$ cat src/rtl/qcs_pkg.sv
package qcs_pkg;
    localparam int IW    = 14;
    localparam int OP_W  = 4;
    localparam int JW    = 10;
    localparam int NPH   = 4;

    typedef enum logic [OP_W-1:0] {
        OP_NOP   = 4'd0,  OP_LDW   = 4'd1,  OP_BSET  = 4'd2,  OP_BCLR  = 4'd3,
        OP_GOTO  = 4'd4,  OP_CALL  = 4'd5,  OP_RET   = 4'd6,  OP_RETL  = 4'd7,
        OP_ADDPC = 4'd8,  OP_DECSZ = 4'd9,  OP_INCSZ = 4'd10, OP_BTSC  = 4'd11,
        OP_BTSS  = 4'd12, OP_SETHI = 4'd13, OP_RETI  = 4'd14, OP_NOP2  = 4'd15
    } op_e;

    typedef enum logic [1:0] {PH_DEC, PH_RD, PH_PROC, PH_WR} phase_e;
    typedef enum logic [1:0] {CL_SINGLE, CL_FLOW, CL_SKIP} class_e;
    typedef enum logic [1:0] {TG_ABS, TG_STACK, TG_COMP} tsel_e;
    typedef enum logic {CY_BUBBLE, CY_RUN} cyc_e;
endpackage

$ cat src/rtl/qcs_phase_gen.sv
module qcs_phase_gen
    import qcs_pkg::*;
(
    input  logic           clk,
    input  logic           rst_n,
    output phase_e         phase_o,
    output logic [NPH-1:0] strobe_o,
    output logic           wr_phase_o
);
    phase_e st_q, st_d;

    always_comb begin
        unique case (st_q)
            PH_DEC:  st_d = PH_RD;
            PH_RD:   st_d = PH_PROC;
            PH_PROC: st_d = PH_WR;
            PH_WR:   st_d = PH_DEC;
            default: st_d = PH_DEC;
        endcase
    end

    always_ff @(posedge clk or negedge rst_n) begin
        if (!rst_n) st_q <= PH_DEC;
        else        st_q <= st_d;
    end

    always_comb begin
        phase_o    = st_q;
        strobe_o   = NPH'(1) << st_q;
        wr_phase_o = (st_q == PH_WR);
    end


    phase_ring_chk: assert property (@(posedge clk) disable iff (!rst_n)
        (st_q == PH_WR) |=> (st_q == PH_DEC));


    phase_onehot_chk: assert property (@(posedge clk) disable iff (!rst_n)
        $countones(strobe_o) == 1);
endmodule

$ cat src/rtl/qcs_ret_stack.sv
module qcs_ret_stack #(
    parameter int DEPTH = 8,
    parameter int DW    = 13
) (
    input  logic          clk,
    input  logic          rst_n,
    input  logic          push_i,
    input  logic          pop_i,
    input  logic [DW-1:0] din_i,
    output logic [DW-1:0] top_o
);
    localparam int PW = $clog2(DEPTH);
    localparam logic [PW-1:0] LAST = PW'(DEPTH - 1);

    logic [PW-1:0] ptr_q;
    logic [DW-1:0] ent [DEPTH];

    for (genvar g = 0; g < DEPTH; g++) begin : g_ent
        logic [DW-1:0] q;
        always_ff @(posedge clk or negedge rst_n) begin
            if (!rst_n)                             q <= '0;
            else if (push_i && ptr_q == PW'(g))     q <= din_i;
        end
        assign ent[g] = q;
    end

    always_ff @(posedge clk or negedge rst_n) begin
        if (!rst_n)      ptr_q <= '0;
        else if (push_i) ptr_q <= (ptr_q == LAST) ? '0 : ptr_q + 1'b1;
        else if (pop_i)  ptr_q <= (ptr_q == '0) ? LAST : ptr_q - 1'b1;
    end

    always_comb top_o = ent[(ptr_q == '0) ? LAST : ptr_q - 1'b1];


    push_pop_excl_chk: assert property (@(posedge clk) disable iff (!rst_n)
        !(push_i && pop_i));


    pushed_on_top_chk: assert property (@(posedge clk) disable iff (!rst_n)
        push_i |=> (top_o == $past(din_i)));
endmodule

$ cat src/rtl/qcs_decode.sv
module qcs_decode
    import qcs_pkg::*;
#(
    parameter int DW  = 8,
    parameter int NB  = 8,
    parameter int HW  = 5
) (
    input  logic [IW-1:0]         ir_i,
    input  logic [DW-1:0]         w_i,
    input  logic [NB-1:0]         bits_i,
    output class_e                cls_o,
    output tsel_e                 tsel_o,
    output logic                  push_o,
    output logic                  pop_o,
    output logic                  w_we_o,
    output logic [DW-1:0]         w_nx_o,
    output logic                  set_o,
    output logic                  clr_o,
    output logic [$clog2(NB)-1:0] bidx_o,
    output logic                  hi_we_o,
    output logic [HW-1:0]         hi_nx_o,
    output logic                  skip_o
);
    localparam int BIW = $clog2(NB);

    op_e           op;
    logic [DW-1:0] lit;
    logic [DW-1:0] w_dec, w_inc;

    always_comb begin
        op      = op_e'(ir_i[IW-1 -: OP_W]);
        lit     = DW'(ir_i[7:0]);
        bidx_o  = ir_i[BIW-1:0];
        hi_nx_o = ir_i[HW-1:0];
        w_dec   = w_i - 1'b1;
        w_inc   = w_i + 1'b1;

        cls_o   = CL_SINGLE;
        tsel_o  = TG_ABS;
        push_o  = 1'b0;
        pop_o   = 1'b0;
        w_we_o  = 1'b0;
        w_nx_o  = w_i;
        set_o   = 1'b0;
        clr_o   = 1'b0;
        hi_we_o = 1'b0;
        skip_o  = 1'b0;

        unique case (op)
            OP_LDW:   begin w_we_o = 1'b1; w_nx_o = lit; end
            OP_BSET:  set_o = 1'b1;
            OP_BCLR:  clr_o = 1'b1;
            OP_SETHI: hi_we_o = 1'b1;
            OP_GOTO:  cls_o = CL_FLOW;
            OP_CALL:  begin cls_o = CL_FLOW; push_o = 1'b1; end
            OP_RET, OP_RETI: begin
                cls_o = CL_FLOW; tsel_o = TG_STACK; pop_o = 1'b1;
            end
            OP_RETL: begin
                cls_o = CL_FLOW; tsel_o = TG_STACK; pop_o = 1'b1;
                w_we_o = 1'b1; w_nx_o = lit;
            end
            OP_ADDPC: begin cls_o = CL_FLOW; tsel_o = TG_COMP; end
            OP_DECSZ: begin
                cls_o = CL_SKIP; w_we_o = 1'b1; w_nx_o = w_dec;
                skip_o = (w_dec == '0);
            end
            OP_INCSZ: begin
                cls_o = CL_SKIP; w_we_o = 1'b1; w_nx_o = w_inc;
                skip_o = (w_inc == '0);
            end
            OP_BTSC: begin cls_o = CL_SKIP; skip_o = !bits_i[bidx_o]; end
            OP_BTSS: begin cls_o = CL_SKIP; skip_o =  bits_i[bidx_o]; end
            default: ;
        endcase
    end
endmodule

$ cat src/rtl/qcycle_seq.sv
module qcycle_seq
    import qcs_pkg::*;
#(
    parameter int PC_W      = 13,
    parameter int LOW_W     = 8,
    parameter int NB        = 8,
    parameter int STK_DEPTH = 8
) (
    input  logic             clk,
    input  logic             rst_n,
    input  logic [IW-1:0]    instr_i,
    output logic [PC_W-1:0]  pc_o,
    output logic [NPH-1:0]   phase_o,
    output logic             exec_en_o,
    output logic [NB-1:0]    port_o
);
    localparam int DW    = LOW_W;
    localparam int HI_W  = PC_W - LOW_W;
    localparam int JHI_W = PC_W - JW;
    localparam int BIW   = $clog2(NB);

    phase_e          phase;
    logic            wr_ph;
    cyc_e            cyc_q, cyc_d;

    logic [PC_W-1:0] pc_q, tgt, stk_top;
    logic [IW-1:0]   ir_q;
    logic [DW-1:0]   w_q;
    logic [NB-1:0]   port_q;
    logic [HI_W-1:0] hi_q;

    class_e          cls;
    tsel_e           tsel;
    logic            d_push, d_pop, d_wwe, d_set, d_clr, d_hiwe, d_skip;
    logic [DW-1:0]   d_wnx;
    logic [BIW-1:0]  d_bidx;
    logic [HI_W-1:0] d_hinx;
    logic            run, commit, redirect;

    qcs_phase_gen u_phase (
        .clk        (clk),
        .rst_n      (rst_n),
        .phase_o    (phase),
        .strobe_o   (phase_o),
        .wr_phase_o (wr_ph)
    );

    qcs_decode #(.DW(DW), .NB(NB), .HW(HI_W)) u_dec (
        .ir_i    (ir_q),
        .w_i     (w_q),
        .bits_i  (port_q),
        .cls_o   (cls),
        .tsel_o  (tsel),
        .push_o  (d_push),
        .pop_o   (d_pop),
        .w_we_o  (d_wwe),
        .w_nx_o  (d_wnx),
        .set_o   (d_set),
        .clr_o   (d_clr),
        .bidx_o  (d_bidx),
        .hi_we_o (d_hiwe),
        .hi_nx_o (d_hinx),
        .skip_o  (d_skip)
    );

    qcs_ret_stack #(.DEPTH(STK_DEPTH), .DW(PC_W)) u_stk (
        .clk    (clk),
        .rst_n  (rst_n),
        .push_i (commit && d_push),
        .pop_i  (commit && d_pop),
        .din_i  (pc_q),
        .top_o  (stk_top)
    );

    always_comb begin
        run      = (cyc_q == CY_RUN);
        commit   = run && wr_ph;
        redirect = (cls == CL_FLOW);
    end

    always_comb begin
        unique case (tsel)
            TG_ABS:   tgt = {hi_q[HI_W-1 -: JHI_W], ir_q[JW-1:0]};
            TG_STACK: tgt = stk_top;
            TG_COMP:  tgt = {hi_q, pc_q[LOW_W-1:0] + w_q};
            default:  tgt = pc_q;
        endcase
    end

    // cycle state machine: next state
    always_comb begin
        cyc_d = cyc_q;
        if (wr_ph) begin
            unique case (cyc_q)
                CY_BUBBLE: cyc_d = CY_RUN;
                CY_RUN:    cyc_d = (redirect || d_skip) ? CY_BUBBLE : CY_RUN;
                default:   cyc_d = CY_RUN;
            endcase
        end
    end

    // cycle state machine: state register
    always_ff @(posedge clk or negedge rst_n) begin
        if (!rst_n) cyc_q <= CY_BUBBLE;
        else        cyc_q <= cyc_d;
    end

    // fetch and commit, write phase only
    always_ff @(posedge clk or negedge rst_n) begin
        if (!rst_n) begin
            pc_q   <= '0;
            ir_q   <= '0;
            w_q    <= '0;
            port_q <= '0;
            hi_q   <= '0;
        end else if (wr_ph) begin
            ir_q <= instr_i;
            unique case (cyc_q)
                CY_BUBBLE: pc_q <= pc_q + 1'b1;
                CY_RUN: begin
                    if (d_wwe)  w_q <= d_wnx;
                    if (d_set)  port_q[d_bidx] <= 1'b1;
                    if (d_clr)  port_q[d_bidx] <= 1'b0;
                    if (d_hiwe) hi_q <= d_hinx;
                    pc_q <= redirect ? tgt : pc_q + 1'b1;
                end
                default: pc_q <= pc_q;
            endcase
        end
    end

    // outputs
    always_comb begin
        pc_o      = pc_q;
        exec_en_o = run;
        port_o    = port_q;
    end


    flow_bubble_chk: assert property (@(posedge clk) disable iff (!rst_n)
        (commit && cls == CL_FLOW) |=> !exec_en_o);


    skip_bubble_chk: assert property (@(posedge clk) disable iff (!rst_n)
        (commit && d_skip) |=> !exec_en_o);


    pc_hold_chk: assert property (@(posedge clk) disable iff (!rst_n)
        !wr_ph |=> $stable(pc_o));


    port_hold_chk: assert property (@(posedge clk) disable iff (!rst_n)
        !wr_ph |=> $stable(port_o));


    bubble_inert_chk: assert property (@(posedge clk) disable iff (!rst_n)
        (wr_ph && !exec_en_o) |=> ($stable(port_o) && $stable(w_q) && $stable(hi_q)));


    goto_upper_chk: assert property (@(posedge clk) disable iff (!rst_n)
        (commit && tsel == TG_ABS && cls == CL_FLOW)
            |=> (pc_o[PC_W-1 -: JHI_W] == $past(hi_q[HI_W-1 -: JHI_W])));


    cycle_start_chk: assert property (@(posedge clk) disable iff (!rst_n)
        $rose(exec_en_o) |-> (phase == PH_DEC));
endmodule

$ cat config.mk
export PLATFORM = sky130hd
export DESIGN_NAME = qcycle_seq
export DESIGN_NICKNAME = d
export VERILOG_FILES = /design/src/rtl/qcs_pkg.sv /design/src/rtl/qcs_phase_gen.sv /design/src/rtl/qcs_ret_stack.sv /design/src/rtl/qcs_decode.sv /design/src/rtl/qcycle_seq.sv
export SDC_FILE = /design/constraint.sdc
export NUM_CORES = 1
export LEC_CHECK = 0
export ABC_AREA = 1
export ABC_CLOCK_PERIOD_IN_PS = 2840
export BUFFER_PORTS_ARGS = -buffer_cell sky130_fd_sc_hd__buf_2
export CAP_MARGIN = 0
export CORE_AREA = 2 2 137 139
export DETAILED_ROUTE_END_ITERATION = 10
export DIE_AREA = 0 0 139 141
export PLACE_DENSITY = 0.67
export SLEW_MARGIN = 20
export SYNTH_ARGS = -nofsm -noshare
export SYNTH_HDL_FRONTEND = slang
export SYNTH_SLANG_ARGS = --single-unit
$ cat constraint.sdc
create_clock -name clk -period 2.84 [get_ports clk]
set_input_delay 0.284 -clock clk [delete_from_list [all_inputs] [get_ports clk]]
set_output_delay 0.284 -clock clk [all_outputs]
set_load 0.03 [all_outputs]
==> results.yml <==
power:
  power_per_cell_area_nw_per_um2: 906
  p_leak_nw: 4.79
  vdd_ir_drop_max_mv: 0.599
grt:
  antenna_found_initial: 0
  globalRouteOverflowTotal: 0
  grt_max_degree: 60
  grt_use_total: 0.245
  grt_pass1_wl_um: 38100
  grt_pass1_vias: 7246
clocking:
  clock_tree.buffer_depth: 2
  clock_tree.root_cell: "clkbuf_16"
  cts-resized-gates: 0
  clock-sinks: 158
  htreeDepth: 4
  tritoncts: "yes"
  cts_hold_buf: 1
  clk_pin_slew_worst_paths_ns: 0.06
  insertion_delay_ns: 0.43
  cts_buffers: 17
  cts_setup_buffers: 0
synthesis:
  syn_area_per_cell_um2: 7.63
  synth_compound_area_frac: 0.142
  synth_top_family_by_area: "simple AND/OR/NAND/NOR gates"
  synth_xor_area_frac: 0.00488
  async_flop_share: 1.00
  ys_warn_count: 0
  synth_commonest_cells: "nand2_1, dfrtp_1, nand3_1, inv_1, o21ai_0"
  synth_edf_count: 0
  synth_top_area_frac: 0.441
  synth_mux_area_frac: 0.00502
  synth_nets: 1219
  ys_ff_latch: 158
  yosysSeqAreaShare: 0.441
  synthSimpleGateAreaFrac: 0.282
  synthDistinctLibCells: 45
  synthMostInstantiatedCell: "nand2_1"
  synthAdderAreaFrac: 0.0385
  yosys.area.top_type: "dfrtp_1"
  ys.flop_type: "dfrtp_1"
  synth_area_leaders: "dfrtp_1, nand2_1, nand3_1, o21ai_0, o21ai_1"
  netlist_area_um2: 8970
  synthCells: 1176
cells_and_area:
  area_growth_pct: 9.58
  fin_nets: 1238
  fin_util: 0.538
  fin_area_um2: 9830
  antenna_cells: 0
  drive_gt1_frac: 0.108
drt:
  wire_per_inst_um: 16.2
  vias: 7728
  dr_wl_met3_um: 1230
  first_pass_iters: 5
  routed_wl_um: 23400
  wl_met2_um: 11200
  drt_iter0_drc: 581
  antenna_left: 0
  top_layer: "met4"
  met1_length_um: 10600
  drc: 0
  vias_per_cell: 5.36
floorplanning:
  initial_core_util: 0.491
  ioPinCount: 42
  dieArea_um2: 19600
  die_h_um: 141
  fp.coreArea_um2: 18300
  fp-row-count: 50
  die_w_um: 139
setup_path:
  slowest_stage: "nor2_1"
  r2r_slack_ns: 0.23
  crit_required_ns: 3.18
  critical_path.max_fanout: 11
  crit_path_end_kind: "flip-flop"
  timing.critical_path.cells: "nand2_1, nor2_1, nor2_1, inv_1, ha_1, buf_4, nor2_1, nand3_1, nand2_1, nand2_1, o21ai_0"
  worst-setup-path-type: "reg -> reg"
  max_stage_delay_ns: 0.56
  crit_family: "simple AND/OR/NAND/NOR gates"
  startpoint_type: "flip-flop"
  worst_ep_arrival_time_ns: 2.95
  path_buf_inv: 2
timing:
  worst_pin_slew_ns: 0.695
  slew_headroom: 0.535
  hold_viol: 0
  rsz0062_at_grt: "false"
  min_period_over_period: 0.918
  fmax_ghz: 0.383
  finalSetupTns_ns: 0
  slew_violations: 0
  setup_viol: 0
  skew_ns: 0.0110
  layout_min_cycle_time_ns: 2.61
place:
  dp_hpwl_um: 15900
  place_area_um2: 9180
  gp_congestion: 0.918
  port-buffer-count: 41
status:
  status: "finished, final reports clean"
worst_hold_path:
  hp-class: "in -> reg"
job:
  maxCapViolations: 0
worst reg2reg max path, cell delays in order (launching register included):
cell	delay (ns)
dfrtp_1	0.42
nand2_1	0.19
nor2_1	0.06
nor2_1	0.21
inv_1	0.07
ha_1	0.31
buf_4	0.19
nor2_1	0.56
nand3_1	0.29
nand2_1	0.11
nand2_1	0.05
o21ai_0	0.07
sequential cells by signal, summed over array words and instances, names as in the netlist, named ones only:
signal / count
pc_o: 13
w_q: 8
port_o: 7
exec_en_o: 1
u_stk.ptr_q: 3
u_phase.phase_o: 2
ir_q: 14
u_stk.g_ent.q: 104
hi_q: 5
per-stage QoR:
| stage | instances | hold slack [ns] | power, W | setup WS (ns) |
|---|---|---|---|---|
| 4_1_cts | 1442 | 0.0471 | 0.00894 | 0.293 |
| 3_5_place_dp | 1409 | 0.290 | 0.00643 | 0.303 |
| 6_report | 1442 | 0.0598 | 0.00891 | 0.232 |
| 5_1_grt | 1442 | 0.0692 | 0.00952 | 0.00638 |
| 2_1_floorplan | 1176 | -0.0116 | 0.00553 | 0.545 |
| 3_3_place_gp | 1409 | 0.287 | 0.00637 | 0.336 |
cell usage in the layout, fill, tap and decap left out, types with 8 or more instances in the layout:
cell type	Yosys	layout
o21ai_1	75	75
inv_1	87	87
a21oi_1	60	60
o21ai_0	82	82
ha_1	26	26
nor3_1	12	12
dfrtp_1	158	158
inv_2	9	9
nand4_1	8	8
nor2_1	51	51
buf_2	19	40
buf_4	6	9
nand3_1	91	91
clkbuf_16	0	17
nand2_1	400	400
report_power, final:
part / total [W] / switching [W] / internal (W)
logic: 0.00353 / 0.00248 / 0.00105
clock network: 0.00249 / 0.000981 / 0.00151
registers: 0.00289 / 0.000375 / 0.00252
total: 0.00891 / 0.00383 / 0.00508
logic make-up after synthesis:
group	count (synthesis)
DFF	158
xor gates and xnor gates	5
buffers and inverters	153
AOI/OAI and AO/OA	241
adders and majority gates	27
muxes	4
and+or+nand+nor	588
cell type report:
class                   instances  area [um^2]
multi-input cells             865         4240
well taps                     234          293
fillers                      1743         8440
inverters                     101          389
repair buffers                 52          309
clock buffers                  18          439
flip-flops and latches        158         3950
clock inverters                14          204
worst paths after layout:
check                                    start                   end  cells after the start
min in group asynchronous                rst_n  u_stk.g_ent[2].q[12]                      2
hold reg to reg            u_stk.g_ent[7].q[8]   u_stk.g_ent[7].q[8]                      2
setup / recovery                      ir_q[12]              pc_o[12]                     11
hold / removal                     instr_i[13]              ir_q[13]                      3
max in group asynchronous                rst_n   u_stk.g_ent[6].q[2]                      3
setup reg to reg                      ir_q[12]              pc_o[12]                     11
metal layers:
metal,track usage,vias up
li1,-,3867
met1,0.324,3618
met2,0.414,215
met3,0.0476,28
met4,0.0712,0
met5,0,-
Power figures use the tool's default switching activity.
